File: config.mk
export PLATFORM = sky130hd
export DESIGN_NAME = opf_seq
export DESIGN_NICKNAME = d
export VERILOG_FILES = /design/src/rtl/opf_pkg.sv /design/src/rtl/opf_regfile.sv /design/src/rtl/opf_cond.sv /design/src/rtl/opf_seq.sv
export SDC_FILE = /design/constraint.sdc
export NUM_CORES = 2
export LEC_CHECK = 0
export BUFFER_PORTS_ARGS = -buffer_cell sky130_fd_sc_hd__buf_2
export CORE_ASPECT_RATIO = 0.8
export CORE_MARGIN = 2
export CORE_UTILIZATION = 38
export CTS_CLUSTER_SIZE = 16
export DETAILED_ROUTE_END_ITERATION = 7
export GPL_TIMING_DRIVEN = 0
export HOLD_SLACK_MARGIN = 0.12
export SLEW_MARGIN = 10
export SYNTH_ARGS = -nofsm -noshare
export SYNTH_HDL_FRONTEND = slang
export SYNTH_SLANG_ARGS = --single-unit
File: constraint.sdc
create_clock -name clk -period 10.2 [get_ports clk]
set_input_delay 1.02 -clock clk [delete_from_list [all_inputs] [get_ports clk]]
set_output_delay 1.02 -clock clk [all_outputs]
set_load 0.02 [all_outputs]
File: src/rtl/opf_pkg.sv
package opf_pkg;

  localparam int IW_BITS = 28;
  localparam int IMM_W   = 9;

  typedef enum logic [1:0] {
    AM_DIRECT  = 2'b00,
    AM_IND     = 2'b01,
    AM_PREDEC  = 2'b10,
    AM_POSTINC = 2'b11
  } amode_t;

  typedef enum logic [2:0] {
    ST_FETCH,
    ST_OPA,
    ST_AMEM,
    ST_OPB,
    ST_BMEM,
    ST_EXEC,
    ST_STORE
  } seq_state_t;

  // status word, bit order {c,v,n,z}
  typedef struct packed {
    logic c;
    logic v;
    logic n;
    logic z;
  } flags_t;

  // bits 27:0 of an instruction word; the top nibble is never kept
  typedef struct packed {
    logic [3:0] op;
    logic [3:0] cond;
    logic [3:0] mask;
    amode_t     mb;
    logic [3:0] rb;
    logic       imm_sel;
    logic [2:0] hi;
    amode_t     ma;
    logic [3:0] ra;
  } instr_t;

endpackage

File: src/rtl/opf_regfile.sv
module opf_regfile #(
  parameter int XLEN = 32,
  parameter int NREG = 16
) (
  input  logic                    clk,
  input  logic                    rst_n,
  input  logic                    we,
  input  logic [$clog2(NREG)-1:0] waddr,
  input  logic [XLEN-1:0]         wdata,
  input  logic [$clog2(NREG)-1:0] raddr,
  output logic [XLEN-1:0]         rdata,
  output logic [XLEN-1:0]         pc
);
  localparam int RW = $clog2(NREG);

  logic [XLEN-1:0] regs_q [NREG];

  always_ff @(posedge clk or negedge rst_n) begin
    if (!rst_n) begin
      for (int i = 0; i < NREG; i++) regs_q[i] <= '0;
    end else begin
      for (int i = 0; i < NREG; i++) begin
        if (we && (waddr == RW'(i))) regs_q[i] <= wdata;
      end
    end
  end

  assign rdata = regs_q[raddr];
  assign pc    = regs_q[NREG-1];

endmodule

File: src/rtl/opf_cond.sv
module opf_cond
  import opf_pkg::*;
(
  input  logic [3:0] code,
  input  flags_t     flg,
  output logic       pass
);
  logic nv_eq;

  always_comb begin
    nv_eq = (flg.n == flg.v);
    unique case (code)
      4'd0:    pass = ~flg.c;
      4'd1:    pass =  flg.c;
      4'd2:    pass = ~flg.v;
      4'd3:    pass =  flg.v;
      4'd4:    pass = ~flg.n;
      4'd5:    pass =  flg.n;
      4'd6:    pass = ~flg.z;
      4'd7:    pass =  flg.z;
      4'd8:    pass = ~flg.c & ~flg.z;
      4'd9:    pass =  flg.c |  flg.z;
      4'd10:   pass =  nv_eq;
      4'd11:   pass = ~nv_eq;
      4'd12:   pass = ~flg.z &  nv_eq;
      4'd13:   pass =  flg.z | ~nv_eq;
      4'd14:   pass = 1'b1;
      default: pass = 1'b0;
    endcase
  end

endmodule

File: src/rtl/opf_seq.sv
module opf_seq
  import opf_pkg::*;
#(
  parameter int XLEN = 32
) (
  input  logic            clk,
  input  logic            rst_n,
  output logic [XLEN-1:0] mem_addr,
  output logic            mem_rd,
  output logic            mem_wr,
  output logic [XLEN-1:0] mem_wdata,
  input  logic [XLEN-1:0] mem_rdata,
  input  logic            mem_ready,
  output logic [3:0]      alu_op,
  output logic [XLEN-1:0] alu_a,
  output logic [XLEN-1:0] alu_b,
  output logic            alu_cin,
  input  logic [XLEN-1:0] alu_res,
  input  logic [3:0]      alu_flg,
  output logic            done
);
  localparam int NREG   = 16;
  localparam int RW     = $clog2(NREG);
  localparam int PC_IDX = NREG - 1;
  localparam logic [XLEN-1:0] ONE = XLEN'(1);

  seq_state_t st_q, st_d;
  instr_t     ir_q;
  flags_t     flg_q, flg_d;
  logic [XLEN-1:0] opa_q, opb_q, addr_q, res_q;
  logic [XLEN-1:0] opnd_d, addr_d, imm_ext, ptr_dec, ptr_inc;
  logic ir_en, opa_en, opb_en, addr_en, res_en, flg_en, done_d, done_q;

  logic            rf_we;
  logic [RW-1:0]   rf_waddr, rf_raddr;
  logic [XLEN-1:0] rf_wdata, rf_rdata, pc_val;
  amode_t          mode_cur;
  logic            store_ok, in_opnd, ptr_wb;

  opf_regfile #(.XLEN(XLEN), .NREG(NREG)) u_rf (
    .clk   (clk),
    .rst_n (rst_n),
    .we    (rf_we),
    .waddr (rf_waddr),
    .wdata (rf_wdata),
    .raddr (rf_raddr),
    .rdata (rf_rdata),
    .pc    (pc_val)
  );

  opf_cond u_cond (
    .code (ir_q.cond),
    .flg  (flg_q),
    .pass (store_ok)
  );

  // operand datapath shared by the A and B stages
  always_comb begin
    in_opnd  = (st_q == ST_OPA) || (st_q == ST_OPB);
    mode_cur = (st_q == ST_OPA) ? ir_q.ma : ir_q.mb;
    rf_raddr = (st_q == ST_OPA) ? ir_q.ra : ir_q.rb;
    ptr_dec  = rf_rdata - ONE;
    ptr_inc  = rf_rdata + ONE;
    imm_ext  = {{(XLEN-IMM_W){ir_q.hi[2]}}, ir_q.hi, ir_q.ma, ir_q.ra};
    if (st_q == ST_AMEM || st_q == ST_BMEM)       opnd_d = mem_rdata;
    else if (st_q == ST_OPA && ir_q.imm_sel)      opnd_d = imm_ext;
    else                                          opnd_d = rf_rdata;
    addr_d   = (mode_cur == AM_PREDEC) ? ptr_dec : rf_rdata;
    ptr_wb   = in_opnd && !(st_q == ST_OPA && ir_q.imm_sel) &&
               (mode_cur == AM_PREDEC || mode_cur == AM_POSTINC);
    flg_d    = flags_t'((alu_flg & ir_q.mask) | (flg_q & ~ir_q.mask));
  end

  // next-state and control
  always_comb begin
    st_d      = st_q;
    ir_en     = 1'b0;
    opa_en    = 1'b0;
    opb_en    = 1'b0;
    addr_en   = 1'b0;
    res_en    = 1'b0;
    flg_en    = 1'b0;
    done_d    = 1'b0;
    mem_rd    = 1'b0;
    mem_wr    = 1'b0;
    mem_addr  = addr_q;
    mem_wdata = res_q;
    rf_we     = 1'b0;
    rf_waddr  = rf_raddr;
    rf_wdata  = (mode_cur == AM_PREDEC) ? ptr_dec : ptr_inc;
    unique case (st_q)
      ST_FETCH: begin
        mem_rd   = 1'b1;
        mem_addr = pc_val;
        if (mem_ready) begin
          ir_en    = 1'b1;
          rf_we    = 1'b1;
          rf_waddr = RW'(PC_IDX);
          rf_wdata = pc_val + ONE;
          st_d     = ST_OPA;
        end
      end
      ST_OPA: begin
        if (ir_q.imm_sel || mode_cur == AM_DIRECT) begin
          opa_en = 1'b1;
          st_d   = ST_OPB;
        end else begin
          addr_en = 1'b1;
          rf_we   = ptr_wb;
          st_d    = ST_AMEM;
        end
      end
      ST_AMEM: begin
        mem_rd = 1'b1;
        if (mem_ready) begin
          opa_en = 1'b1;
          st_d   = ST_OPB;
        end
      end
      ST_OPB: begin
        if (mode_cur == AM_DIRECT) begin
          opb_en = 1'b1;
          st_d   = ST_EXEC;
        end else begin
          addr_en = 1'b1;
          rf_we   = ptr_wb;
          st_d    = ST_BMEM;
        end
      end
      ST_BMEM: begin
        mem_rd = 1'b1;
        if (mem_ready) begin
          opb_en = 1'b1;
          st_d   = ST_EXEC;
        end
      end
      ST_EXEC: begin
        flg_en = 1'b1;
        if (store_ok && ir_q.mb == AM_DIRECT) begin
          rf_we    = 1'b1;
          rf_waddr = ir_q.rb;
          rf_wdata = alu_res;
          done_d   = 1'b1;
          st_d     = ST_FETCH;
        end else if (store_ok) begin
          res_en = 1'b1;
          st_d   = ST_STORE;
        end else begin
          done_d = 1'b1;
          st_d   = ST_FETCH;
        end
      end
      ST_STORE: begin
        mem_wr = 1'b1;
        if (mem_ready) begin
          done_d = 1'b1;
          st_d   = ST_FETCH;
        end
      end
      default: st_d = ST_FETCH;
    endcase
  end

  // registers
  always_ff @(posedge clk or negedge rst_n) begin
    if (!rst_n) begin
      st_q   <= ST_FETCH;
      ir_q   <= '0;
      opa_q  <= '0;
      opb_q  <= '0;
      addr_q <= '0;
      res_q  <= '0;
      flg_q  <= '0;
      done_q <= 1'b0;
    end else begin
      st_q   <= st_d;
      done_q <= done_d;
      if (ir_en)   ir_q   <= instr_t'(mem_rdata[IW_BITS-1:0]);
      if (opa_en)  opa_q  <= opnd_d;
      if (opb_en)  opb_q  <= opnd_d;
      if (addr_en) addr_q <= addr_d;
      if (res_en)  res_q  <= alu_res;
      if (flg_en)  flg_q  <= flg_d;
    end
  end

  assign alu_op  = ir_q.op;
  assign alu_a   = opa_q;
  assign alu_b   = opb_q;
  assign alu_cin = flg_q.c;
  assign done    = done_q;

  // never read and write together
  a_r10_one_access: assert property (@(posedge clk) disable iff (!rst_n)
    !(mem_rd && mem_wr));
  // a stalled read keeps its address
  a_r10_rd_hold: assert property (@(posedge clk) disable iff (!rst_n)
    (mem_rd && !mem_ready) |=> (mem_rd && $stable(mem_addr)));
  // a stalled write keeps address and data
  a_r10_wr_hold: assert property (@(posedge clk) disable iff (!rst_n)
    (mem_wr && !mem_ready) |=> (mem_wr && $stable(mem_addr) && $stable(mem_wdata)));
  // a completed memory store ends the instruction
  a_r8_store_ends: assert property (@(posedge clk) disable iff (!rst_n)
    (mem_wr && mem_ready) |=> done);
  // completion is a single-cycle pulse
  a_r11_pulse: assert property (@(posedge clk) disable iff (!rst_n)
    done |=> !done);
  // next fetch is presented alongside the pulse
  a_r11_refetch: assert property (@(posedge clk) disable iff (!rst_n)
    done |-> (mem_rd && mem_addr == pc_val));
  // an accepted fetch advances the program counter by one
  a_r3_pc_step: assert property (@(posedge clk) disable iff (!rst_n)
    (st_q == ST_FETCH && mem_ready) |=> (pc_val == $past(pc_val) + ONE));
  // the constant path leaves the program counter alone
  a_r4_imm_quiet: assert property (@(posedge clk) disable iff (!rst_n)
    (st_q == ST_OPA && ir_q.imm_sel) |=> (st_q == ST_OPB && $stable(pc_val)));

endmodule

# Yosys cells after proc, flatten, opt, wreduce, memory -nomap -nowiden
# Cells that the tools add are included.
classes:
  eq_ne: 42
  reduce_logical: 32
  order_cmp: 1
  add_sub_neg: 3
  bitwise: 14
  n_mux: 48
op_table:
  columns: ["op", "count"]
  rows:
  - ["2-to-1 mux 32 bit", 9]
  - ["binary-select mux 32 bit (select 4 bit)", 1]
  - ["adder 32 x 1 -> 32 bit (second input constant)", 2]
  - ["case mux 32 bit (2 select lines)", 1]
  - ["== test 4 bit (second input constant)", 15]
  - ["== test 4 x 3 -> 1 bit (second input constant)", 8]
  - ["subtractor 32 x 1 -> 32 bit (second input constant)", 1]
  - ["case mux 3 bit (7 select lines)", 1]
  - ["logical AND 1 bit", 20]
  - ["2-to-1 mux 1 bit", 19]
  - ["2-to-1 mux 3 bit", 6]
  - ["== test 4 x 2 -> 1 bit (second input constant)", 4]
  - ["case mux 1 bit (15 select lines)", 1]
  - ["2-to-1 mux 4 bit", 3]
  - ["== test 3 bit (second input constant)", 3]
  - ["bitwise AND 4 bit", 2]
  - ["== test 4 x 1 -> 1 bit (second input constant)", 2]
  - ["logical NOT 4 bit", 2]
  - ["inequality test 2 bit (second input constant)", 4]
  - ["case mux 1 bit (2 select lines)", 4]
  - ["case mux 4 bit (2 select lines)", 1]
  - ["== test 3 x 2 -> 1 bit (second input constant)", 2]
  - ["greater-or-equal comparator 5 bit (second input constant)", 1]
  - ["inverter 1 bit", 5]
  - ["16 further kinds", 23]
word_totals:
  regBits: 676
  out_inout_bits: 136
  in_bits: 71
  elab_cells: 175

# Logic depth before layout (Yosys ltp)
depth:
  depth_word: 10
  ltp_mapped: 21
  depth_no_buf: 14

# Modules after synthesis
# Synthesis repeated with hierarchy kept, for this count alone.
unflattened:
  hier_cells: 2641
  area_unflattened_um2: 33385.8
modules_own_cells:
  columns: ["mod", "n_inst", "area_each_um2", "seq_area_each_um2", "cells_each"]
  rows:
  - ["opf_regfile", 1, 23010.8, 12812.3, 1437]
  - ["opf_seq", 1, 10293.6, 4103.9, 1193]
  - ["opf_cond", 1, 81.3, 0.0, 11]

# Worst setup path before layout
# OpenSTA, ideal clock, no wires.
synth_timing:
  kind: "register -> register"
  from: "register st_q[1]"
  to: "register u_rf.regs_q[189] in the netlist's numbering"
  t_arrival_ns: 4.409
  setup_time_ns: 0.133
  path_stages_with_launch: 18
  synth_period_minus_slack_ns: 4.542
  setup_slack_ns: 5.658
  path_buffers: 7
  t_required_ns: 10.067
  path_cell_list: "dfrtp_1 -> buf_6 -> or3b_1 -> buf_6 -> buf_8 -> buf_8 -> a21oi_2 -> buf_4 -> buf_4 -> mux4_2 -> a211o_1 -> nor4_4 -> nand3_1 -> or4_1 -> o211a_2 -> a211oi_4 -> buf_6 -> a21oi_1"
synth_between:
  elab_chain_cells: 10
  word_cells_on_any_way: 34
  classes_between: "add/sub (2); eq/ne (6); mux (15); bitwise (1); reduce/logical (10)"
synth_rtl:
  columns: ["element", "line", "text"]
  rows:
  - ["start, declared", "opf_seq.sv:27", "seq_state_t st_q, st_d;"]
  - ["start signal, assigned", "opf_seq.sv:176", "st_q <= st_d;"]
  - ["== test 3 x 1 -> 1 bit", null, null]
  - ["2-to-1 mux 4 bit", "opf_seq.sv:61", "rf_raddr = (st_q == ST_OPA) ? ir_q.ra : ir_q.rb;"]
  - ["inverter 4 -> 5 bit (implied by the code)", "opf_regfile.sv:28", "assign rdata = regs_q[raddr];"]
  - ["binary-select mux 32 bit (select 4 bit)", "opf_regfile.sv:28", null]
  - ["2-to-1 mux 32 bit (implied by the code) (2 in series)", "opf_regfile.sv:28", null]
  - ["adder 32 x 1 -> 32 bit or subtractor 32 x 1 -> 32 bit (tied branches)", "opf_seq.sv:63, opf_seq.sv:62", null]
  - ["2-to-1 mux 32 bit", "opf_seq.sv:90", "rf_wdata = (mode_cur == AM_PREDEC) ? ptr_dec : ptr_inc;"]
  - ["2-to-1 mux 32 bit, on equally long branches", "opf_seq.sv:139, opf_seq.sv:95", null]
  - ["case mux 32 bit (2 select lines)", "opf_seq.sv:91", "unique case (st_q)"]
  - ["end signal, assigned by index", "opf_regfile.sv:23", "if (we && (waddr == RW'(i))) regs_q[i] <= wdata;"]
  - ["end, declared", "opf_regfile.sv:16", "logic [XLEN-1:0] regs_q [NREG];"]
# Parallel ways exist; a longest one is shown, timed or not. The select of a mux whose other input is x is not followed.
# A chain may end at the register's enable or synchronous reset.

# Final worst setup path
layout_timing:
  from: "register ir_q[10] in the netlist's numbering"
  to: "register u_rf.regs_q[53] in the netlist's numbering"
layout_between:
  elab_chain_cells: 9
  word_cells_on_any_way: 16
  classes_between: "add/sub (2); eq/ne (1); mux (11); bitwise (1); reduce/logical (1)"
layout_rtl:
  columns: ["element", "line", "text"]
  rows:
  - ["start, declared", "opf_seq.sv:28", "instr_t ir_q;"]
  - ["start signal, assigned", "opf_seq.sv:178", "if (ir_en) ir_q <= instr_t'(mem_rdata[IW_BITS-1:0]);"]
  - ["2-to-1 mux 4 bit", "opf_seq.sv:61", null]
  - ["inverter 4 -> 5 bit (implied by the code)", "opf_regfile.sv:28", null]
  - ["binary-select mux 32 bit (select 4 bit)", "opf_regfile.sv:28", null]
  - ["2-to-1 mux 32 bit (implied by the code) (2 in series)", "opf_regfile.sv:28", null]
  - ["adder 32 x 1 -> 32 bit or subtractor 32 x 1 -> 32 bit (tied branches)", "opf_seq.sv:63, opf_seq.sv:62", null]
  - ["2-to-1 mux 32 bit", "opf_seq.sv:90", null]
  - ["2-to-1 mux 32 bit, on equally long branches", "opf_seq.sv:139, opf_seq.sv:95", null]
  - ["case mux 32 bit (2 select lines)", "opf_seq.sv:91", null]
# Parallel ways exist; a longest one is shown, timed or not. The select of a mux whose other input is x is not followed.

==> run summary <==
The headroom to the max-slew limit came out at 7.867%. The setup path with the least slack is of type reg2reg. The post-synthesis net count is 3842.

The final count of hold timing violations came out at 0. Clock-pin slew was measured on the worst setup and hold paths at 0.07 ns. The leftover overflow at the end of global routing is 0. The endpoint type of the worst setup path is a register. The signal on the critical path passes through buf_4, clkinv_1, o21ai_2, buf_2, buf_2, mux2i_1, o221ai_1, o32ai_2, buf_4, nand3_1, or2_0, clkbuf_1, inv_1, a2111oi_0, nor2_1, clkbuf_1, o21ai_0. The final critical-path share of the clock period is 77.77%. Setup repair after global routing left no endpoint under its margin. The largest individual stage delay along the critical path comes from the cell sky130_fd_sc_hd__nor2_1. Setup violations remaining at the end of the flow were counted as 0. In this run, placement finished with an instance count of 5229. In the final routed layout, each cell accounts on average for 30.42 um. The number of placement rows is 101.

The number of slew-limit violations in the final report is 0. Measured along the y axis, the die boundary spans 280.3 um. Synthesis instantiated 108 different standard cells from the library. The worst hold path belongs to the class in2async. The detail route stage leaves a number of antenna-violating nets equal to 0. The number of global-route vias before repair is 31570. The initial utilization of the core area, before any placement, comes to 38.27%. The maximum fanout along the worst path is 10.

Across every metal layer, demand over resource in global routing totals 32.64%. The critical path data required time came out at 10.70 ns. TritonCTS built the clock tree. The share of async-settable or async-resettable flops after synthesis came out at 100.0%. The count of buffers added by post-CTS timing repair for setup came out at 0. The final estimated routing congestion in global placement came out at 0.9778. The worst setup path is launched from a register. The via-per-instance ratio is 6.316. The pin count of the biggest net entering global routing came out at 92.

The biggest cell delay along the critical path came out at 1.01 ns. The pre-antenna-repair detailed-routing pass consisted of 6 iterations. The number of hold-repair buffers added at the cts stage came out at 0. The leading cell type in the layout, fill and taps excluded is sky130_fd_sc_hd__dfrtp_1.

The initial antenna violation count was 9. The H-tree was split into 3 levels. The sequential element share of the synthesized area is 46.64%. The flow ran to the end, and the final reports show no timing, DRC or antenna violations. The global-route wire length before repair came out at 230.9 mm. The area overhead of the layout relative to synthesis came out at 15.30%. Yosys printed 0 warnings. The filler cell count is 9294.

The fraction of the core area covered by cells at the end of the flow came out at 44.12%. At the pin with the least slew margin, the transition time is 1.382 ns. The clock buffer count from CTS is 71.

The top cell types in the final layout, fill and taps aside, are sky130_fd_sc_hd__dfrtp_1, sky130_fd_sc_hd__nand2_1, sky130_fd_sc_hd__nor2_1. The number of synthesized register bits came out at 676. The arrival time reported for the critical path endpoint is 8.43 ns. The buffer depth of the longest clock path is 3. The final critical delay including setup and external delays is 7.933 ns. The die outline area came out at 0.09795 mm2. Once layout is complete, the cells apart from fillers number 5364. The most used flip-flop cell after synthesis is sky130_fd_sc_hd__dfrtp_1. The final-stage net count came out at 4141. The count of pins on the block boundary came out at 207. The post-synthesis instance area came out at 0.03627 mm2. The cell count after synthesis is 3768. The max-capacitance violation count is 0. The count of flip-flops with a built-in enable after synthesis is 0.

The DRC violations left came out at 0. The total wire length is 163.1 mm. The floorplan step set the die width to 349.4 um. CTS saw 676 sinks. The root buffer cell chosen for the clock tree is sky130_fd_sc_hd__clkbuf_16.

The vias after detailed routing is 33880. The synthesized area per cell came out at 9.626 um2. Between clock sinks in the finished design, the worst skew comes to 0.02887 ns. The core area is 0.09478 mm2. Input and output buffers added on the ports amount to 206. The fmax came out at 126.1 MHz.

The HPWL after detailed placement came out at 116.6 mm. The share of post-route cells with drive strength above 1 came out at 18.39%. The DRC violation total after the first TritonRoute iteration is 5098. For the worst-skew pair, the clock arrives at the later sink with an insertion delay of 0.66 ns. The count of instances resized after the clock tree is built came out at 0.
[cell families after synthesis]
kind of cell    count (synthesis)  synth area share (%)
simple gates                 1234                 14.80
compound gates                979                 16.60
flops                         676                 46.64
mux                           463                 15.20
buf+inv                       348                 5.085
xor+xnor                       65                 1.570
fa+ha+maj                       3                0.1035
[sequential cells by signal (all words and copies together), names as in the netlist, named ones only]
register	flops
u_rf.pc	32
imm_ext	9
alu_b	32
ir_q	15
st_q	3
alu_op	4
u_rf.regs_q	480
mem_wdata	32
alu_a	32
done	1
addr_q	32
[worst max-delay path: cells and delay by family, from the launching register on]
| kind | cells | cell delay, ns |
|---|---|---|
| AOI/OAI and AO/OA | 5 | 2.06 |
| buffers and inverters | 8 | 3.23 |
| DFF | 1 | 0.38 |
| muxes | 1 | 0.70 |
| and+or+nand+nor | 3 | 1.37 |
[cell type report]
type,count,area (um2),area share [%]
timing repair buffer,226,1341,3.207
clock buffer,103,2163,5.173
sequential,676,16920,40.45
buffer,329,1774,4.243
tap,1236,1546,3.698
inverter,19,71.32,0.1705
multi-input combinational,2744,17620,42.12
clock inverter,25,374.1,0.8946
antenna,6,15.01,0.03590
[cells in the mapped netlist (12+ instances only)]
cell type / number / area share, %
sky130_fd_sc_hd__a2111oi_0: 13 / 0.31
sky130_fd_sc_hd__mux2_2: 163 / 5.1
sky130_fd_sc_hd__nor2b_1: 13 / 0.22
sky130_fd_sc_hd__dfrtp_1: 676 / 47
sky130_fd_sc_hd__and3_1: 22 / 0.38
sky130_fd_sc_hd__o21ai_0: 231 / 3.2
sky130_fd_sc_hd__buf_1: 13 / 0.13
sky130_fd_sc_hd__xor2_1: 27 / 0.65
sky130_fd_sc_hd__o211a_1: 17 / 0.47
sky130_fd_sc_hd__xnor2_1: 38 / 0.92
sky130_fd_sc_hd__nor3_1: 26 / 0.36
sky130_fd_sc_hd__a21oi_2: 12 / 0.29
sky130_fd_sc_hd__nand2b_1: 21 / 0.36
sky130_fd_sc_hd__a21oi_1: 397 / 5.5
sky130_fd_sc_hd__dlygate4sd1_1: 12 / 0.29
sky130_fd_sc_hd__and2_1: 13 / 0.22
sky130_fd_sc_hd__buf_4: 42 / 0.87
sky130_fd_sc_hd__nor2_1: 458 / 4.7
sky130_fd_sc_hd__inv_1: 18 / 0.19
sky130_fd_sc_hd__a221oi_1: 23 / 0.56
sky130_fd_sc_hd__buf_6: 20 / 0.62
sky130_fd_sc_hd__o21ai_1: 15 / 0.21
sky130_fd_sc_hd__nand2_1: 519 / 5.4
sky130_fd_sc_hd__nand3_1: 68 / 0.94
sky130_fd_sc_hd__mux2i_1: 242 / 6.7
sky130_fd_sc_hd__nand4_1: 13 / 0.22
sky130_fd_sc_hd__clkbuf_1: 178 / 1.8
sky130_fd_sc_hd__a211oi_1: 50 / 1.0
sky130_fd_sc_hd__buf_2: 50 / 0.69
sky130_fd_sc_hd__a31oi_1: 56 / 0.97
sky130_fd_sc_hd__mux4_2: 53 / 3.3
sky130_fd_sc_hd__o22ai_1: 20 / 0.34
sky130_fd_sc_hd__a21o_1: 12 / 0.25
sky130_fd_sc_hd__o221ai_1: 14 / 0.34
[final timing paths]
check	start	cells after the start	slack, ns	endpoint
min	rst_n	1	0.37	u_rf.regs_q[384]
min reg2reg	u_rf.regs_q[356]	2	0.48	u_rf.regs_q[356]
min in group clk	u_rf.regs_q[356]	2	0.48	u_rf.regs_q[356]
max reg2reg	ir_q[10]	17	2.27	u_rf.regs_q[53]
max	ir_q[10]	17	2.27	u_rf.regs_q[53]
max in group asynchronous	rst_n	5	7.61	u_rf.regs_q[402]
[per-layer routing]
| metal | vias up | track usage (%) | wire, um |
|---|---|---|---|
| met4 | 10 | 12.39 | 6624 |
| met3 | 456 | 13.75 | 25290 |
| met5 | - | 0 | 77 |
| met2 | 2375 | 44.45 | 65370 |
| met1 | 17040 | 45.56 | 65790 |
| li1 | 14000 | - | - |
[metrics by stage]
stage	TNS [ns]	area (um2)	hold WS, ns	worst slack (ns)
finish	0	41820	0.3724	2.267
floorplan	0	36270	0.4444	5.658
detailed placement	0	39260	0.4640	2.866
global route	0	41810	0.4224	2.381
CTS	0	41790	0.3967	2.857
global placement	-4559.43	38850	0.4597	-6.884
Power is not shown: default switching activity piles up to over one toggle a cycle in this logic, so the estimate is an artifact.
